<file path="config.mk">
export PLATFORM = sky130hd
export DESIGN_NAME = mshr_file
export DESIGN_NICKNAME = d
export VERILOG_FILES = /design/src/rtl/mshr_pkg.sv /design/src/rtl/mshr_entry.sv /design/src/rtl/mshr_scoreboard.sv /design/src/rtl/mshr_drain.sv /design/src/rtl/mshr_file.sv
export SDC_FILE = /design/constraint.sdc
export NUM_CORES = 1
export LEC_CHECK = 0
export BUFFER_PORTS_ARGS = -buffer_cell sky130_fd_sc_hd__buf_2
export CELL_PAD_IN_SITES_DETAIL_PLACEMENT = 1
export CELL_PAD_IN_SITES_GLOBAL_PLACEMENT = 1
export CORE_MARGIN = 2
export CORE_UTILIZATION = 40
export DETAILED_ROUTE_END_ITERATION = 10
export PLACE_DENSITY_LB_ADDON = 0.3
export SYNTH_ARGS = -nofsm -noshare
export SYNTH_HDL_FRONTEND = slang
export SYNTH_HIERARCHICAL = 1
export SYNTH_SLANG_ARGS = --single-unit
export TNS_END_PERCENT = 5
</file>
<file path="constraint.sdc">
create_clock -name clk -period 3.3 [get_ports clk]
set_input_delay 0 -clock clk [delete_from_list [all_inputs] [get_ports clk]]
set_output_delay 0 -clock clk [all_outputs]
set_load 0.01 [all_outputs]
</file>
<file path="src/rtl/mshr_pkg.sv">
package mshr_pkg;
    typedef enum logic [0:0] {
        DR_IDLE  = 1'b0,
        DR_WRITE = 1'b1
    } drain_state_e;
endpackage

</file>
<file path="src/rtl/mshr_entry.sv">
module mshr_entry #(
    parameter int LINE_AW = 26,
    parameter int WORDS   = 4,
    parameter int REG_W   = 5,
    localparam int WORD_W = $clog2(WORDS)
) (
    input  logic                            clk,
    input  logic                            rst_n,
    input  logic                            alloc_i,
    input  logic                            merge_i,
    input  logic [LINE_AW-1:0]              line_i,
    input  logic [WORD_W-1:0]               word_i,
    input  logic [REG_W-1:0]                rd_i,
    input  logic                            clr_i,
    input  logic [WORD_W-1:0]               clr_word_i,
    input  logic                            free_i,
    output logic                            valid_o,
    output logic [LINE_AW-1:0]              line_o,
    output logic [WORDS-1:0]                pend_o,
    output logic [WORDS-1:0][REG_W-1:0]     rd_o
);
    logic                        valid_q;
    logic [LINE_AW-1:0]          line_q;
    logic [WORDS-1:0]            pend_q;
    logic [WORDS-1:0][REG_W-1:0] rd_q;

    always_ff @(posedge clk) begin
        if (!rst_n) begin
            valid_q <= 1'b0;
            line_q  <= '0;
            pend_q  <= '0;
            rd_q    <= '0;
        end else if (free_i) begin
            valid_q <= 1'b0;
            pend_q  <= '0;
        end else if (alloc_i) begin
            valid_q      <= 1'b1;
            line_q       <= line_i;
            pend_q       <= WORDS'(1) << word_i;
            rd_q[word_i] <= rd_i;
        end else begin
            if (merge_i) begin
                pend_q[word_i] <= 1'b1;
                rd_q[word_i]   <= rd_i;
            end
            if (clr_i) begin
                pend_q[clr_word_i] <= 1'b0;
            end
        end
    end

    assign valid_o = valid_q;
    assign line_o  = line_q;
    assign pend_o  = pend_q;
    assign rd_o    = rd_q;
endmodule

</file>
<file path="src/rtl/mshr_scoreboard.sv">
module mshr_scoreboard #(
    parameter int NREG   = 32,
    localparam int REG_W = $clog2(NREG)
) (
    input  logic             clk,
    input  logic             rst_n,
    input  logic             set_i,
    input  logic [REG_W-1:0] set_idx_i,
    input  logic             clr_i,
    input  logic [REG_W-1:0] clr_idx_i,
    input  logic [REG_W-1:0] rs1_i,
    input  logic [REG_W-1:0] rs2_i,
    output logic [NREG-1:0]  empty_o,
    output logic             stall_o
);
    logic [NREG-1:0] empty_q;
    logic [NREG-1:0] set_mask;
    logic [NREG-1:0] clr_mask;

    always_comb begin
        set_mask = '0;
        clr_mask = '0;
        if (set_i) set_mask[set_idx_i] = 1'b1;
        if (clr_i) clr_mask[clr_idx_i] = 1'b1;
    end

    always_ff @(posedge clk) begin
        if (!rst_n) empty_q <= '0;
        else        empty_q <= (empty_q | set_mask) & ~clr_mask;
    end

    assign empty_o = empty_q;
    assign stall_o = empty_q[rs1_i] | empty_q[rs2_i];
endmodule

</file>
<file path="src/rtl/mshr_drain.sv">
module mshr_drain
    import mshr_pkg::*;
#(
    parameter int NENT    = 4,
    parameter int WORDS   = 4,
    parameter int REG_W   = 5,
    parameter int DATA_W  = 32,
    localparam int TAG_W  = $clog2(NENT),
    localparam int WORD_W = $clog2(WORDS)
) (
    input  logic                                clk,
    input  logic                                rst_n,
    input  logic                                fill_valid,
    input  logic [TAG_W-1:0]                    fill_tag,
    input  logic [WORDS*DATA_W-1:0]             fill_data,
    output logic                                fill_ready,
    input  logic [NENT-1:0][WORDS-1:0]          ent_pend,
    input  logic [NENT-1:0][WORDS-1:0][REG_W-1:0] ent_rd,
    output logic                                busy_o,
    output logic [TAG_W-1:0]                    tag_o,
    output logic                                clr_o,
    output logic [WORD_W-1:0]                   clr_word_o,
    output logic                                free_o,
    output logic                                wb_valid,
    output logic [REG_W-1:0]                    wb_rd,
    output logic [DATA_W-1:0]                   wb_data
);
    drain_state_e                 state_q, state_d;
    logic [TAG_W-1:0]             tag_q;
    logic [WORDS-1:0][DATA_W-1:0] data_q;
    logic [WORDS-1:0]             cur_pend;
    logic [WORD_W-1:0]            pick;
    logic                         last_word;

    always_ff @(posedge clk) begin
        if (!rst_n) begin
            state_q <= DR_IDLE;
            tag_q   <= '0;
            data_q  <= '0;
        end else begin
            state_q <= state_d;
            if (state_q == DR_IDLE && fill_valid) begin
                tag_q  <= fill_tag;
                data_q <= fill_data;
            end
        end
    end

    always_comb begin
        cur_pend = ent_pend[tag_q];
        pick     = '0;
        for (int w = WORDS - 1; w >= 0; w--) begin
            if (cur_pend[w]) pick = WORD_W'(w);
        end
        last_word = ($countones(cur_pend) <= 1);
    end

    always_comb begin
        state_d = state_q;
        unique case (state_q)
            DR_IDLE:  if (fill_valid) state_d = DR_WRITE;
            DR_WRITE: if (last_word)  state_d = DR_IDLE;
            default:  state_d = DR_IDLE;
        endcase
    end

    always_comb begin
        fill_ready = 1'b0;
        clr_o      = 1'b0;
        free_o     = 1'b0;
        wb_valid   = 1'b0;
        wb_rd      = '0;
        wb_data    = '0;
        unique case (state_q)
            DR_IDLE: fill_ready = 1'b1;
            DR_WRITE: begin
                free_o = last_word;
                if (|cur_pend) begin
                    wb_valid = 1'b1;
                    clr_o    = 1'b1;
                    wb_rd    = ent_rd[tag_q][pick];
                    wb_data  = data_q[pick];
                end
            end
            default: fill_ready = 1'b0;
        endcase
    end

    assign busy_o     = (state_q == DR_WRITE);
    assign tag_o      = tag_q;
    assign clr_word_o = pick;
endmodule

</file>
<file path="src/rtl/mshr_file.sv">
module mshr_file #(
    parameter int LINE_AW = 26,
    parameter int WORDS   = 4,
    parameter int NREG    = 32,
    parameter int NENT    = 4,
    parameter int DATA_W  = 32,
    localparam int WORD_W = $clog2(WORDS),
    localparam int REG_W  = $clog2(NREG),
    localparam int TAG_W  = $clog2(NENT)
) (
    input  logic                    clk,
    input  logic                    rst_n,
    input  logic                    miss_valid,
    input  logic [LINE_AW-1:0]      miss_line,
    input  logic [WORD_W-1:0]       miss_word,
    input  logic [REG_W-1:0]        miss_rd,
    output logic                    miss_ready,
    output logic                    mem_req_valid,
    output logic [LINE_AW-1:0]      mem_req_line,
    output logic [TAG_W-1:0]        mem_req_tag,
    input  logic                    fill_valid,
    input  logic [TAG_W-1:0]        fill_tag,
    input  logic [WORDS*DATA_W-1:0] fill_data,
    output logic                    fill_ready,
    output logic                    wb_valid,
    output logic [REG_W-1:0]        wb_rd,
    output logic [DATA_W-1:0]       wb_data,
    input  logic [REG_W-1:0]        dec_rs1,
    input  logic [REG_W-1:0]        dec_rs2,
    output logic                    dec_stall
);
    logic [NENT-1:0]                        ent_valid;
    logic [NENT-1:0][LINE_AW-1:0]           ent_line;
    logic [NENT-1:0][WORDS-1:0]             ent_pend;
    logic [NENT-1:0][WORDS-1:0][REG_W-1:0]  ent_rd;
    logic [NREG-1:0]                        sb_empty;

    logic             any_hit, any_free;
    logic [TAG_W-1:0] hit_idx, free_idx;
    logic             slot_taken, drain_hit, accept, do_alloc, do_merge;

    logic              drain_busy, drain_clr, drain_free;
    logic [TAG_W-1:0]  drain_tag;
    logic [WORD_W-1:0] drain_word;

    always_comb begin
        any_hit  = 1'b0;
        any_free = 1'b0;
        hit_idx  = '0;
        free_idx = '0;
        for (int i = NENT - 1; i >= 0; i--) begin
            if (ent_valid[i] && ent_line[i] == miss_line) begin
                any_hit = 1'b1;
                hit_idx = TAG_W'(i);
            end
            if (!ent_valid[i]) begin
                any_free = 1'b1;
                free_idx = TAG_W'(i);
            end
        end
    end

    assign slot_taken = ent_pend[hit_idx][miss_word];
    assign drain_hit  = drain_busy && (drain_tag == hit_idx);

    always_comb begin
        if (sb_empty[miss_rd])  miss_ready = 1'b0;
        else if (any_hit)       miss_ready = !slot_taken && !drain_hit;
        else                    miss_ready = any_free;
    end

    assign accept        = miss_valid && miss_ready;
    assign do_alloc      = accept && !any_hit;
    assign do_merge      = accept && any_hit;
    assign mem_req_valid = do_alloc;
    assign mem_req_line  = miss_line;
    assign mem_req_tag   = free_idx;

    for (genvar g = 0; g < NENT; g++) begin : g_ent
        mshr_entry #(
            .LINE_AW (LINE_AW),
            .WORDS   (WORDS),
            .REG_W   (REG_W)
        ) u_ent (
            .clk        (clk),
            .rst_n      (rst_n),
            .alloc_i    (do_alloc && free_idx == TAG_W'(g)),
            .merge_i    (do_merge && hit_idx == TAG_W'(g)),
            .line_i     (miss_line),
            .word_i     (miss_word),
            .rd_i       (miss_rd),
            .clr_i      (drain_clr && drain_tag == TAG_W'(g)),
            .clr_word_i (drain_word),
            .free_i     (drain_free && drain_tag == TAG_W'(g)),
            .valid_o    (ent_valid[g]),
            .line_o     (ent_line[g]),
            .pend_o     (ent_pend[g]),
            .rd_o       (ent_rd[g])
        );
    end

    mshr_drain #(
        .NENT   (NENT),
        .WORDS  (WORDS),
        .REG_W  (REG_W),
        .DATA_W (DATA_W)
    ) u_drain (
        .clk        (clk),
        .rst_n      (rst_n),
        .fill_valid (fill_valid),
        .fill_tag   (fill_tag),
        .fill_data  (fill_data),
        .fill_ready (fill_ready),
        .ent_pend   (ent_pend),
        .ent_rd     (ent_rd),
        .busy_o     (drain_busy),
        .tag_o      (drain_tag),
        .clr_o      (drain_clr),
        .clr_word_o (drain_word),
        .free_o     (drain_free),
        .wb_valid   (wb_valid),
        .wb_rd      (wb_rd),
        .wb_data    (wb_data)
    );

    mshr_scoreboard #(
        .NREG (NREG)
    ) u_sb (
        .clk       (clk),
        .rst_n     (rst_n),
        .set_i     (accept),
        .set_idx_i (miss_rd),
        .clr_i     (wb_valid),
        .clr_idx_i (wb_rd),
        .rs1_i     (dec_rs1),
        .rs2_i     (dec_rs2),
        .empty_o   (sb_empty),
        .stall_o   (dec_stall)
    );
endmodule

</file>
==> impl_metrics.json <==
{
  "outcome": "complete, but fails checks",
  "violations": "negative setup slack",
  "regToRegSetupSlack_ns": -0.33,
  "r2r_cells": 12,
  "worst-endpoint-arrival_ns": 4.12,
  "port_buffers": 246,
  "reg2reg_to": "g_ent[0].u_ent/rd_o[5]",
  "synth_common_cells": "593 x nand2_1, 367 x dfxtp_1, 234 x a21boi_0",
  "grtUsageMet2_pct": 55.1,
  "clk_latency_ns": 0.58,
  "fin_util_pct": 55.0,
  "synth_nets": 2306,
  "startpoint": "g_ent[1].u_ent/line_o[5]",
  "critPathSlowestCell": "or4_4",
  "area_growth_pct": 35.5,
  "io_pins": 247,
  "ys_ff_latch": 367,
  "synth_edf_count": 0,
  "drt_iter0_markers": 1039,
  "initial_core_util_pct": 40.6,
  "grt_use_met3_pct": 4.89,
  "worst_slack_ns": -0.331,
  "grt_pass1_wl_um": 113000,
  "row_count": 78,
  "grt_overflow": 0,
  "die_h_um": 219,
  "tightest_slew_ns": 0.938,
  "ctsRootBufferMaster": "clkbuf_16",
  "die_w_um": 219,
  "skew_ns": 0.0225,
  "hold_end": "u_sb/empty_o[8]",
  "busiest_layer": "met2",
  "crit_buf_inv": 1,
  "routabilityCongestion": 0.875,
  "syn-cell-area_um2": 18500,
  "syn_inst": 2127,
  "instances_no_fill": 3265,
  "dp_hpwl_um": 46500,
  "hold_violations": 0,
  "powerDensity_nw_per_um2": 453,
  "critical_path.max_fanout": 6,
  "h-tree-depth": 2,
  "grt_use_total_pct": 30.4,
  "place_area_um2": 21400,
  "clock_path_buffers": 3,
  "synth.area.top_cells": "dfxtp_1 40%, nand2_1 12%, a21boi_0 9.5%",
  "yosysMostFrequentCell": "nand2_1",
  "crit_path_frequent_cell": "nor4_4",
  "p_leak_nw": 9.92,
  "antenna_found_initial": 3,
  "yosysTopAreaCell": "dfxtp_1",
  "cp_top_family": "simple AND/OR/NAND/NOR gates",
  "end_kind": "register",
  "cts_tree": "yes",
  "cp.required_ns": 3.79,
  "path_cells": "xnor2_1 > nand4_1 > or4_4 > nor4_4 > mux2_4 > a2111oi_4 > a211oi_4 > nor4_4 > o21bai_4 > nor3b_2 > buf_4 > mux2i_1",
  "synth-warning-count": 6,
  "holdPathStages": 3,
  "min_period_over_period_pct": 110,
  "start_kind": "register",
  "path_class": "register to register",
  "min_period_ns": 3.63,
  "slew_headroom_pct": 37.4,
  "ir_drop_mv": 0.320,
  "nFillCells": 5242,
  "hp-start": "rst_n",
  "setup_viol": 181,
  "via_per_inst": 5.54,
  "ant_nets": 0,
  "rsz0062_at_grt": "yes",
  "core_area_um2": 45600,
  "cts.sink_count": 367,
  "die_area_um2": 48000,
  "finalWirelength_um": 74200,
  "post-route-cell-area_um2": 25100,
  "drc_errors": 0,
  "synthFlopType": "dfxtp_1",
  "clk_pin_slew_ns": 0.06,
  "synth_cell_type_count": 74,
  "dp_cells": 3004,
  "wl_per_cell_um": 22.7,
  "num_vias": 18085,
  "maxCapViolations": 0,
  "syn_area_per_cell_um2": 8.70,
  "nNetsFinal": 2805,
  "power.total_mw": 11.4,
  "first_pass_iters": 5,
  "layout-drive-gt1-share_pct": 25.3,
  "hp-class": "input port to register",
  "grt_use_met1_pct": 34.8,
  "grt_max_degree": 160,
  "yosys.area.top_type_share_pct": 39.7,
  "fmax_ghz": 0.275,
  "ys_seq_area_share_pct": 39.7,
  "synth-async-reset-ratio_pct": 0,
  "slew_viol_final": 0,
  "max_stage_delay_ns": 0.57,
  "grt_pass1_vias": 19511,
  "numCtsBuffers": 44,
  "r2r-start": "g_ent[1].u_ent/line_o[5]"
}
==> what timing repair did <==
item	in CTS	in global routing
resized for setup	70	76
endpoints found under the setup margin	266	248
endpoints found under the hold margin	243	0
hold buffers	169	0
buffers inserted	4	3
pin swaps	25	14
==> power by group <==
part	switching [mW]	internal (mW)	total (mW)
Clock	2.04	2.98	5.02
Combinational	0.911	0.724	1.64
Sequential	0.114	4.60	4.71
==> cells by family (layout without fill, tap and decap cells) <==
kind of cell | Yosys count | after routing | synth area share [%]
and+or+nand+nor | 821 | 821 | 19.7
AOI/OAI and AO/OA | 458 | 458 | 17.5
DFF | 367 | 367 | 39.7
buffers and inverters | 194 | 726 | 5.52
muxes | 179 | 179 | 12.4
xor gates and xnor gates | 106 | 106 | 5.02
adders and majority gates | 2 | 2 | 0.176
other | 0 | 6 | 0
==> how the worst max path moves through the flow <==
| stage | to | depth (start not counted) | slack (ns) |
|---|---|---|---|
| after floorplan | g_ent[1].u_ent/rd_o[0] | 12 | -0.005 |
| after global placement | g_ent[3].u_ent/rd_o[0] | 13 | -0.35 |
| after detailed placement | g_ent[3].u_ent/rd_o[2] | 12 | -0.41 |
| after CTS | g_ent[0].u_ent/rd_o[5] | 12 | -0.29 |
| after global routing | g_ent[0].u_ent/rd_o[9] | 12 | -0.49 |
| final | g_ent[0].u_ent/rd_o[5] | 12 | -0.33 |
==> cells in the final DEF, fill, tap and decap left out, types with 11 or more instances in the layout <==
master and n:
o22ai_1 37, buf_12 22, inv_1 23, xor2_1 37, dfxtp_1 356, nand3_1 14, mux4_2 38, nand2_1 591
clkbuf_16 45, a21boi_0 180, a21boi_1 52, clkbuf_8 11, nor2_1 55, a21oi_1 54, nor3_1 16, o21ai_0 48
a22oi_1 37, xnor2_1 60, nor2b_1 15, buf_6 18, nand4_1 18, mux2i_1 135, buf_2 244, buf_4 168
dlygate4sd3_1 169
==> routing by layer <==
metal  part of all wire [%]  routed length (um)
met5                      0                   0
met4                    4.6                3430
met3                    4.5                3330
met2                     51               38000
met1                     40               29400
==> metrics by stage <==
stage                     setup TNS [ns]  worst slack, ns  hold slack, ns
after global routing              -60.85           -0.495          0.0316
after floorplan                  -0.0298         -0.00525          0.0918
final                             -34.62           -0.331          0.0312
after detailed placement          -48.21           -0.407           0.261
after global placement            -36.29           -0.346           0.251
after CTS                         -35.56           -0.294         0.00507
==> flip-flops by register name, summed over array words and instances (netlist names) <==
register             flops
u_drain/tag_o            2
g_ent.u_ent/pend_o      16
g_ent.u_ent/valid_o      4
u_sb/empty_o            32
g_ent.u_ent/line_o     104
u_drain/data_q         128
u_drain/busy_o           1
g_ent.u_ent/rd_o        80
==> cell type report <==
cell class,count,area (um^2),area share [%]
multi-input cells,1566,10600,42.1
flip-flops and latches,367,7360,29.4
repair buffers,622,4830,19.3
clock buffers,63,1300,5.20
well taps,600,751,2.99
clock inverters,16,170,0.678
inverters,25,93.8,0.374
diodes,6,15.0,0.0599
==> worst reg2reg max path: cells and delay by family (launching register included) <==
| kind | cells | cell delay (ns) |
|---|---|---|
| and+or+nand+nor | 5 | 1.65 |
| AOI/OAI and AO/OA | 3 | 0.68 |
| muxes | 2 | 0.53 |
| DFF | 1 | 0.35 |
| buffers and inverters | 1 | 0.20 |
| xor gates and xnor gates | 1 | 0.14 |
(Power assumes the default switching activity.)
